File: src/rtl/hpan_pkg.sv
package hpan_pkg;
   localparam int unsigned LOW_W   = 3;
   localparam int unsigned SHIFT_W = 4;

   typedef enum logic [1:0] {
      MODE_TEXT9  = 2'b00,
      MODE_PIX256 = 2'b01,
      MODE_OTHER  = 2'b10,
      MODE_OTHER2 = 2'b11
   } pan_mode_e;
endpackage

File: src/rtl/hpan_decode.sv
module hpan_decode #(
   parameter int unsigned REG_W = 4
) (
   input  logic [REG_W-1:0]                pan_val,
   input  hpan_pkg::pan_mode_e             mode,
   output logic [hpan_pkg::SHIFT_W-1:0]    shift
);
   import hpan_pkg::*;

   logic [LOW_W-1:0] low;
   logic             upper_set;

   assign low       = pan_val[LOW_W-1:0];
   assign upper_set = |pan_val[REG_W-1:LOW_W];

   always_comb begin
      unique case (mode)
         MODE_TEXT9:  shift = upper_set ? '0 : (SHIFT_W'(low) + SHIFT_W'(1));
         MODE_PIX256: shift = SHIFT_W'(low[LOW_W-1:1]);
         default:     shift = SHIFT_W'(low);
      endcase
   end
endmodule

File: src/rtl/hpan_split.sv
module hpan_split (
   input  logic clk,
   input  logic rst_n,
   input  logic split_en,
   input  logic line_cmp,
   input  logic vretrace,
   output logic flag_q,
   output logic force_zero
);
   always_ff @(posedge clk) begin
      if (!rst_n)                     flag_q <= 1'b0;
      else if (vretrace)              flag_q <= 1'b0;
      else if (line_cmp && split_en)  flag_q <= 1'b1;
   end

   assign force_zero = flag_q & split_en;
endmodule

File: src/rtl/hpan_hold.sv
module hpan_hold #(
   parameter int unsigned W = 4
) (
   input  logic         clk,
   input  logic         rst_n,
   input  logic         load,
   input  logic         force_zero,
   input  logic [W-1:0] next_val,
   output logic [W-1:0] q
);
   always_ff @(posedge clk) begin
      if (!rst_n)     q <= '0;
      else if (load)  q <= force_zero ? '0 : next_val;
   end
endmodule

File: src/rtl/hpan_unit.sv
module hpan_unit #(
   parameter int unsigned REG_W         = 4,
   parameter bit          SPLIT_SUPPORT = 1'b1
) (
   input  logic                          clk,
   input  logic                          rst_n,
   input  logic [REG_W-1:0]              pan_val,
   input  logic [1:0]                    disp_mode,
   input  logic                          split_en,
   input  logic                          line_cmp,
   input  logic                          vretrace,
   input  logic                          line_start,
   output logic [hpan_pkg::SHIFT_W-1:0]  shift_out
);
   import hpan_pkg::*;

   if (REG_W < 4 || REG_W > 8) begin : g_bad_width
      $error("hpan_unit: REG_W must lie in 4..8");
   end

   logic [SHIFT_W-1:0] mapped;
   logic               ovr_q;
   logic               force_zero;

   hpan_decode #(.REG_W(REG_W)) u_decode (
      .pan_val (pan_val),
      .mode    (pan_mode_e'(disp_mode)),
      .shift   (mapped)
   );

   if (SPLIT_SUPPORT) begin : g_split
      hpan_split u_split (
         .clk        (clk),
         .rst_n      (rst_n),
         .split_en   (split_en),
         .line_cmp   (line_cmp),
         .vretrace   (vretrace),
         .flag_q     (ovr_q),
         .force_zero (force_zero)
      );
   end else begin : g_nosplit
      assign ovr_q      = 1'b0;
      assign force_zero = 1'b0;
   end

   hpan_hold #(.W(SHIFT_W)) u_hold (
      .clk        (clk),
      .rst_n      (rst_n),
      .load       (line_start),
      .force_zero (force_zero),
      .next_val   (mapped),
      .q          (shift_out)
   );
endmodule

File: config.mk
export PLATFORM = sky130hd
export DESIGN_NAME = hpan_unit
export DESIGN_NICKNAME = d
export VERILOG_FILES = /design/src/rtl/hpan_pkg.sv /design/src/rtl/hpan_decode.sv /design/src/rtl/hpan_split.sv /design/src/rtl/hpan_hold.sv /design/src/rtl/hpan_unit.sv
export SDC_FILE = /design/constraint.sdc
export NUM_CORES = 1
export LEC_CHECK = 0
export CAP_MARGIN = 40
export CELL_PAD_IN_SITES_DETAIL_PLACEMENT = 2
export CELL_PAD_IN_SITES_GLOBAL_PLACEMENT = 2
export CORE_AREA = 2 2 39 41
export DETAILED_ROUTE_END_ITERATION = 16
export DIE_AREA = 0 0 41 43
export DONT_BUFFER_PORTS = 1
export GPL_TIMING_DRIVEN = 0
export PLACE_DENSITY_LB_ADDON = 0.25
export SLEW_MARGIN = 20
export SYNTH_ARGS = -nofsm -noshare
export SYNTH_HDL_FRONTEND = slang
export SYNTH_HIERARCHICAL = 1
export SYNTH_SLANG_ARGS = --single-unit
File: constraint.sdc
create_clock -name clk -period 1.6 [get_ports clk]
set_input_delay 0.08 -clock clk [delete_from_list [all_inputs] [get_ports clk]]
set_output_delay 0.08 -clock clk [all_outputs]
set_load 0.1 [all_outputs]
==> results of run 1 <==
## worst reg2reg max path, stage by stage (launching register included)
cell and delay (ps):
dfxtp_1 300, a21oi_1 140, nor3b_2 60, dlygate4sd3_1 550
## worst paths after layout
kind	endpoint	slack [ps]	depth (start not counted)	startpoint
hold / removal	u_hold/q[0]	20	2	line_start
setup reg to reg	g_split.u_split/flag_q	440	3	g_split.u_split/flag_q
setup / recovery	g_split.u_split/flag_q	440	3	g_split.u_split/flag_q
hold reg to reg	u_hold/q[0]	500	2	u_hold/q[0]
## metal layers
metal  vias to the layer above  part of all wire  GRT usage
met4                         0                 0      0.100
li1                        156                 -          -
met2                         8              0.53      0.184
met1                       150              0.42      0.125
met3                         0             0.050     0.0157
met5                         -                 0          0
## flip-flops by register name, summed over array words and instances (netlist names)
name	flops
g_split.u_split/flag_q	1
u_hold/q	4
## timing repair
item | 4_1_cts | 5_1_grt
endpoints found under the hold margin | 2 | 0
resized for setup | 0 | 0
hold buffers | 3 | 0
endpoints found under the setup margin | 0 | 0
## layout by cell type (no fill, tap or decap)
| cell type | count |
|---|---|
| a21oi_1 | 3 |
| a221oi_1 | 2 |
| and2_2 | 1 |
| buf_2 | 1 |
| buf_8 | 4 |
| clkbuf_1 | 1 |
| clkbuf_4 | 3 |
| dfxtp_1 | 5 |
| dlygate4sd3_1 | 3 |
| ha_1 | 1 |
| inv_1 | 2 |
| nand2_1 | 6 |
| nand3b_1 | 4 |
| nand4b_1 | 2 |
| nor2_2 | 1 |
| nor2b_1 | 1 |
| nor3_1 | 1 |
| nor3b_1 | 1 |
| nor3b_2 | 1 |
| o21ai_0 | 1 |
| o21ai_1 | 3 |
| or2b_1 | 1 |
## stage by stage
step / hold WS, ps / worst slack [ps] / cells / area [µm²] / utilization
after floorplan: 150 / 386 / 37 / 300 / -
after global placement: 151 / 344 / 53 / 320 / 0.231
after detailed placement: 151 / 662 / 57 / 380 / 0.275
after CTS: 8.96 / 432 / 64 / 437 / 0.316
after global routing: 32.7 / 355 / 64 / 437 / 0.316
final: 17.3 / 439 / 64 / 437 / 0.316
## synthesized netlist by cell type, drive strengths merged
library cell	instances	area, µm²
nand2	6	22.5
dfxtp	5	100
nand3b	4	30.0
o21ai	4	20.0
a21oi	3	15.0
a221oi	2	17.5
inv	2	7.51
nand4b	2	17.5
nor3b	2	20.0
and2	1	7.51
buf	1	5.00
ha	1	12.5
nor2	1	6.26
nor2b	1	6.26
nor3	1	5.00
or2b	1	7.51
## final cells by class
cell class | count | area share
Timing Repair Buffer | 7 | 0.206
Sequential cell | 5 | 0.229
Clock buffer | 4 | 0.0602
Multi-Input combinational cell | 29 | 0.430
Tap cell | 16 | 0.0458
Buffer | 1 | 0.0115
Inverter | 2 | 0.0172
## cell families (layout without fill, tap and decap cells)
group / count (synthesis) / after routing / share of synthesized area
simple gates: 19 / 19 / 0.408
compound gates: 9 / 9 / 0.175
flops: 5 / 5 / 0.333
buf+inv: 3 / 14 / 0.0417
fa+ha+maj: 1 / 1 / 0.0417
## power groups by stage
stage          Combinational (W)  Sequential (W)  Clock [W]
3_5_place_dp           0.0000855        0.000138          0
6_report               0.0000904        0.000136   0.000146
3_3_place_gp           0.0000310        0.000174          0
4_1_cts                0.0000910        0.000136   0.000157
5_1_grt                0.0000972        0.000136   0.000162
2_1_floorplan          0.0000271        0.000173          0
==> impl_metrics.csv, run 1 <==
group,metric,value,unit
critical_path,critical_path.startpoint_type,"register",
finish,multi_input_gate_area,188,µm²
timing,maxClockFrequency,0.861,GHz
power,sequentialPowerShare,0.365,
synth,synth.yosys.warnings,6,
finish,post_route_cells_drive_above_1_share,0.229,
detailed_routing,post_drt_via_cell_ratio,4.91,
grt,grt_pass1_wl,1350,µm
power,report.power.total,0.000373,W
synth,postSynthRegisterBits,5,
timing,grt_setup_unrepaired,"false",
synth,synthesis.area,300,µm²
critical_path,timing.critical_path.fanout_max,2,
power,switching_share,0.304,
timing,min_period,1160,ps
timing,report.final.setup_viol,0,
die,row_count,14,
synth,syn-mean-instance-area,8.12,µm²
critical_path,crit_path_end_kind,"register",
critical_path,timing.critical_path.cells,"a21oi_1, nor3b_2, dlygate4sd3_1",
synth,synthDistinctLibCells,18,
power,pwr_density_cell,854,nW/µm²
critical_path,arrival,1290,ps
place,gp_congestion,0.651,
grt,grt_use_total,0.116,
grt,grt_antenna_before_repair,0,
job,cap_viol_max_count,0,
finish,area_delta_synth_final,45.4,%
synth,post_synthesis_net_count,50,
power,ir_drop,377,µV
die,pin_count,16,
timing,finalHoldViolCount,0,
timing,relSlewSlack,0.809,
die,chipHeight,43,µm
grt,grt.overflow.total,0,
place,port_buffers,0,
detailed_routing,dr.first_iter.drc_count,0,
clock_network,clock_latency,240,ps
finish,layout.area.seq,100,µm²
synth,syn-instance-count,37,
power,leakage,0.179,nW
clock_network,cts.clk_slew.worst_paths,40,ps
critical_path,critPathKind,"register to register",
finish,fin_nets,62,
detailed_routing,drt_wl_total,858,µm
place,detail_placement_hpwl,706,µm
timing,final.period_utilization,0.725,
grt,grt_start_max_net_pins,9,
critical_path,cp_top_family,"buffers and inverters",
detailed_routing,via_count,314,
die,core-area,1380,µm²
timing,final-max-slew-violation-count,0,
clock_network,cts_tree,"built",
die,dieWidth,41,µm
clock_network,clock-sinks,5,
timing,worst_slew_pin_slew,286,ps
min_path,min-delay-path-class,"input pin to register",
critical_path,critPathSlowestCell,"dlygate4sd3_1",
die,die_area,1760,µm²
detailed_routing,post-route-drc-count,0,
finish,antennaDiodeCount,0,
power,total_switching_power,0.000113,W
timing,final.setup_skew,1.02,ps
clock_network,deepest_clock_path_buffer_count,2,
finish,layout.filler_cells,164,
clock_network,cts.root.buffer_cell,"clkbuf_4",
die,initial_core_util,0.217,
power,clkPwrFrac,0.393,
clock_network,cts_max_level,1,
clock_network,cts_inserted_buffers,3,
timing,timing.setup.tns,0,ps
detailed_routing,post_drt_wl_per_cell,13.4,µm
detailed_routing,postRouteAntennaNets,0,
synth,synth.yosys.seq_area_share,0.333,
critical_path,max_stage_delay,550,ps
power,p_int,0.000259,W
grt,grt_pass1_vias,358,
critical_path,critPathBufInv,1,
run_status,outcome,"complete, no violations",
critical_path,worstPathRequired,1730,ps
power,combPwrFrac,0.242,
clock_network,post_cts.repair.setup_buffers,0,
detailed_routing,drt_pre_antenna_iters,1,
Note: power is estimated with default switching activity, not from simulation.
==> run 2, diff against run 1 <==
Clock period 1.6 ns to 1.2 ns, I/O delays scaled along.
==> run 2 against run 1 <==
- utilization decreased by 3.0 points
- final cell count decreased by 4.7%
- power increased by 30%
- largest cell class unchanged
==> impl_metrics.csv, run 2 (synthesis results as in run 1) <==
group,metric,value,unit
grt,global_route.usage.met3,0.0262,
die,initial_core_util,0.217,
grt,grt_use_met2,0.191,
detailed_routing,via_count,295,
clock_network,clock-sinks,5,
grt,groute.layer.met1.usage,0.111,
critical_path,timing.critical_path.fanout_max,1,
clock_network,post_cts.repair.setup_buffers,0,
finish,area_delta_synth_final,31.7,%
critical_path,critical-path-top-cell-by-count,"dlygate4sd3_1",
grt,gr-max-usage-layer,"met2",
clock_network,cts.clk_slew.worst_paths,50,ps
detailed_routing,post_drt_wl_per_cell,14.0,µm
detailed_routing,post_drt_via_cell_ratio,4.84,
clock_network,cts_inserted_buffers,3,
min_path,hold_path_end,"u_hold/q[3]",
clock_network,cts_max_level,1,
min_path,worstHoldPathCells,3,
finish,finish.utilization,0.286,
finish,mostFrequentLayoutCell,"nand2_1",
grt,grt_antenna_before_repair,0,
timing,timing.setup.tns,0,ps
detailed_routing,postRouteAntennaNets,0,
min_path,worst_hold_startpoint,"disp_mode[0]",
clock_network,cts.root.buffer_cell,"clkbuf_4",
grt,grt_pass1_wl,1370,µm
critical_path,max_stage_delay,550,ps
die,chipHeight,43,µm
critical_path,critical_path.startpoint_type,"input pin",
critical_path,worstPathRequired,1390,ps
critical_path,crit_path_end_kind,"register",
critical_path,arrival,1320,ps
place,detail_placement_hpwl,645,µm
critical_path,setup_slack_reg_to_reg,80,ps
grt,grt.overflow.total,0,
finish,post_route_cells_drive_above_1_share,0.267,
critical_path,r2r.worst_path.cells,3,
grt,grt_pass1_vias,358,
finish,fin_nets,59,
die,row_count,14,
critical_path,critPathSlowestCell,"dlygate4sd3_1",
grt,grt_use_total,0.119,
critical_path,r2r_path_end,"g_split.u_split/flag_q",
timing,report.final.setup_viol,0,
finish,max_flop_register,"u_hold/q",
min_path,min-delay-path-class,"input pin to register",
clock_network,cts_tree,"built",
die,core-area,1380,µm²
timing,finalHoldViolCount,0,
timing,worst_slew_pin_slew,526,ps
finish,layout_common_cells,"6 x nand2_1, 4 x dlygate4sd3_1, 4 x nand3b_1, 4 x dfxtp_2",
run_status,outcome,"complete, no violations",
clock_network,clock_latency,240,ps
timing,relSlewSlack,0.649,
clock_network,deepest_clock_path_buffer_count,2,
place,gp_congestion,0.590,
power,ir_drop,241,µV
finish,reg_top3,"u_hold/q x4, g_split.u_split/flag_q x1",
timing,maxClockFrequency,0.878,GHz
detailed_routing,drt_wl_total,856,µm
detailed_routing,dr.first_iter.drc_count,0,
timing,final-max-slew-violation-count,0,
place,port_buffers,0,
critical_path,rr_startpoint,"g_split.u_split/flag_q",
timing,final.period_utilization,0.949,
job,cap_viol_max_count,0,
die,pin_count,16,
die,dieWidth,41,µm
timing,grt_setup_unrepaired,"false",
power,pwr_density_cell,1230,nW/µm²
finish,antennaDiodeCount,0,
timing,min_period,1140,ps
grt,grt_start_max_net_pins,9,
timing,final.setup_skew,0.972,ps
critical_path,timing.critical_path.cells,"dlygate4sd3_1, nor3b_2, dlygate4sd3_1",
die,die_area,1760,µm²
power,leakage,0.156,nW
detailed_routing,drt_pre_antenna_iters,1,
detailed_routing,post-route-drc-count,0,
critical_path,critPathKind,"input pin to register",
finish,max_reg_flops,4,
==> run 2: cell count changes in the layout (fill, tap and decap cells not counted) <==
cell           delta
a21oi_1           -1
a21oi_2           +1
buf_8             -4
dfxtp_1           -4
dfxtp_2           +4
dlygate4sd3_1     +1
==> run 2: repair_timing <==
action / CTS / global route
hold buffers: 4 / 0
hold endpoints to repair: 5 / 0
endpoints found under the setup margin: 0 / 1
gates resized for setup: 0 / 1
==> run 2: how the worst max path moves through the flow <==
stage,start,end,depth (start not counted)
2_1_floorplan,u_hold/q[0],u_hold/q[0],2
3_3_place_gp,u_hold/q[0],u_hold/q[0],2
6_report,vretrace,g_split.u_split/flag_q,3
3_5_place_dp,u_hold/q[1],u_hold/q[1],2
5_1_grt,g_split.u_split/flag_q,g_split.u_split/flag_q,3
4_1_cts,g_split.u_split/flag_q,g_split.u_split/flag_q,3
==> run 2: critical path: cells and delay by family <==
kind | cells | cell delay, ps
buf+inv | 2 | 1100
simple gates | 1 | 160
==> run 2: stage by stage <==
step	cell area [µm²]	instances	hold WS, ps	total power [W]	setup slack (ps)
2_1_floorplan	305	37	130	0.000268	294
3_3_place_gp	325	53	130	0.000274	270
3_5_place_dp	325	53	133	0.000278	239
4_1_cts	392	61	2.44	0.000498	38.8
5_1_grt	395	61	31.8	0.000520	11.9
6_report	395	61	6.64	0.000485	61.0
==> run 2: routing by layer <==
metal	up-vias	wire length (µm)
met5	-	0
met4	0	0
met3	0	75
met2	13	468
met1	134	312
li1	148	-
==> run 2: cell type report <==
| cell class | count | area, µm² |
|---|---|---|
| Multi-Input combinational cell | 29 | 191 |
| Sequential cell | 5 | 105 |
| Fill cell | 171 | 988 |
| Inverter | 2 | 7.51 |
| Buffer | 1 | 5.00 |
| Clock buffer | 4 | 26.3 |
| Tap cell | 16 | 20.0 |
| Timing Repair Buffer | 4 | 40.0 |
==> run 2: power by group <==
part | switching, W | internal (W)
Combinational | 0.0000258 | 0.0000310
Sequential | 0.0000538 | 0.000176
Clock | 0.0000728 | 0.000126
Total | 0.000152 | 0.000333
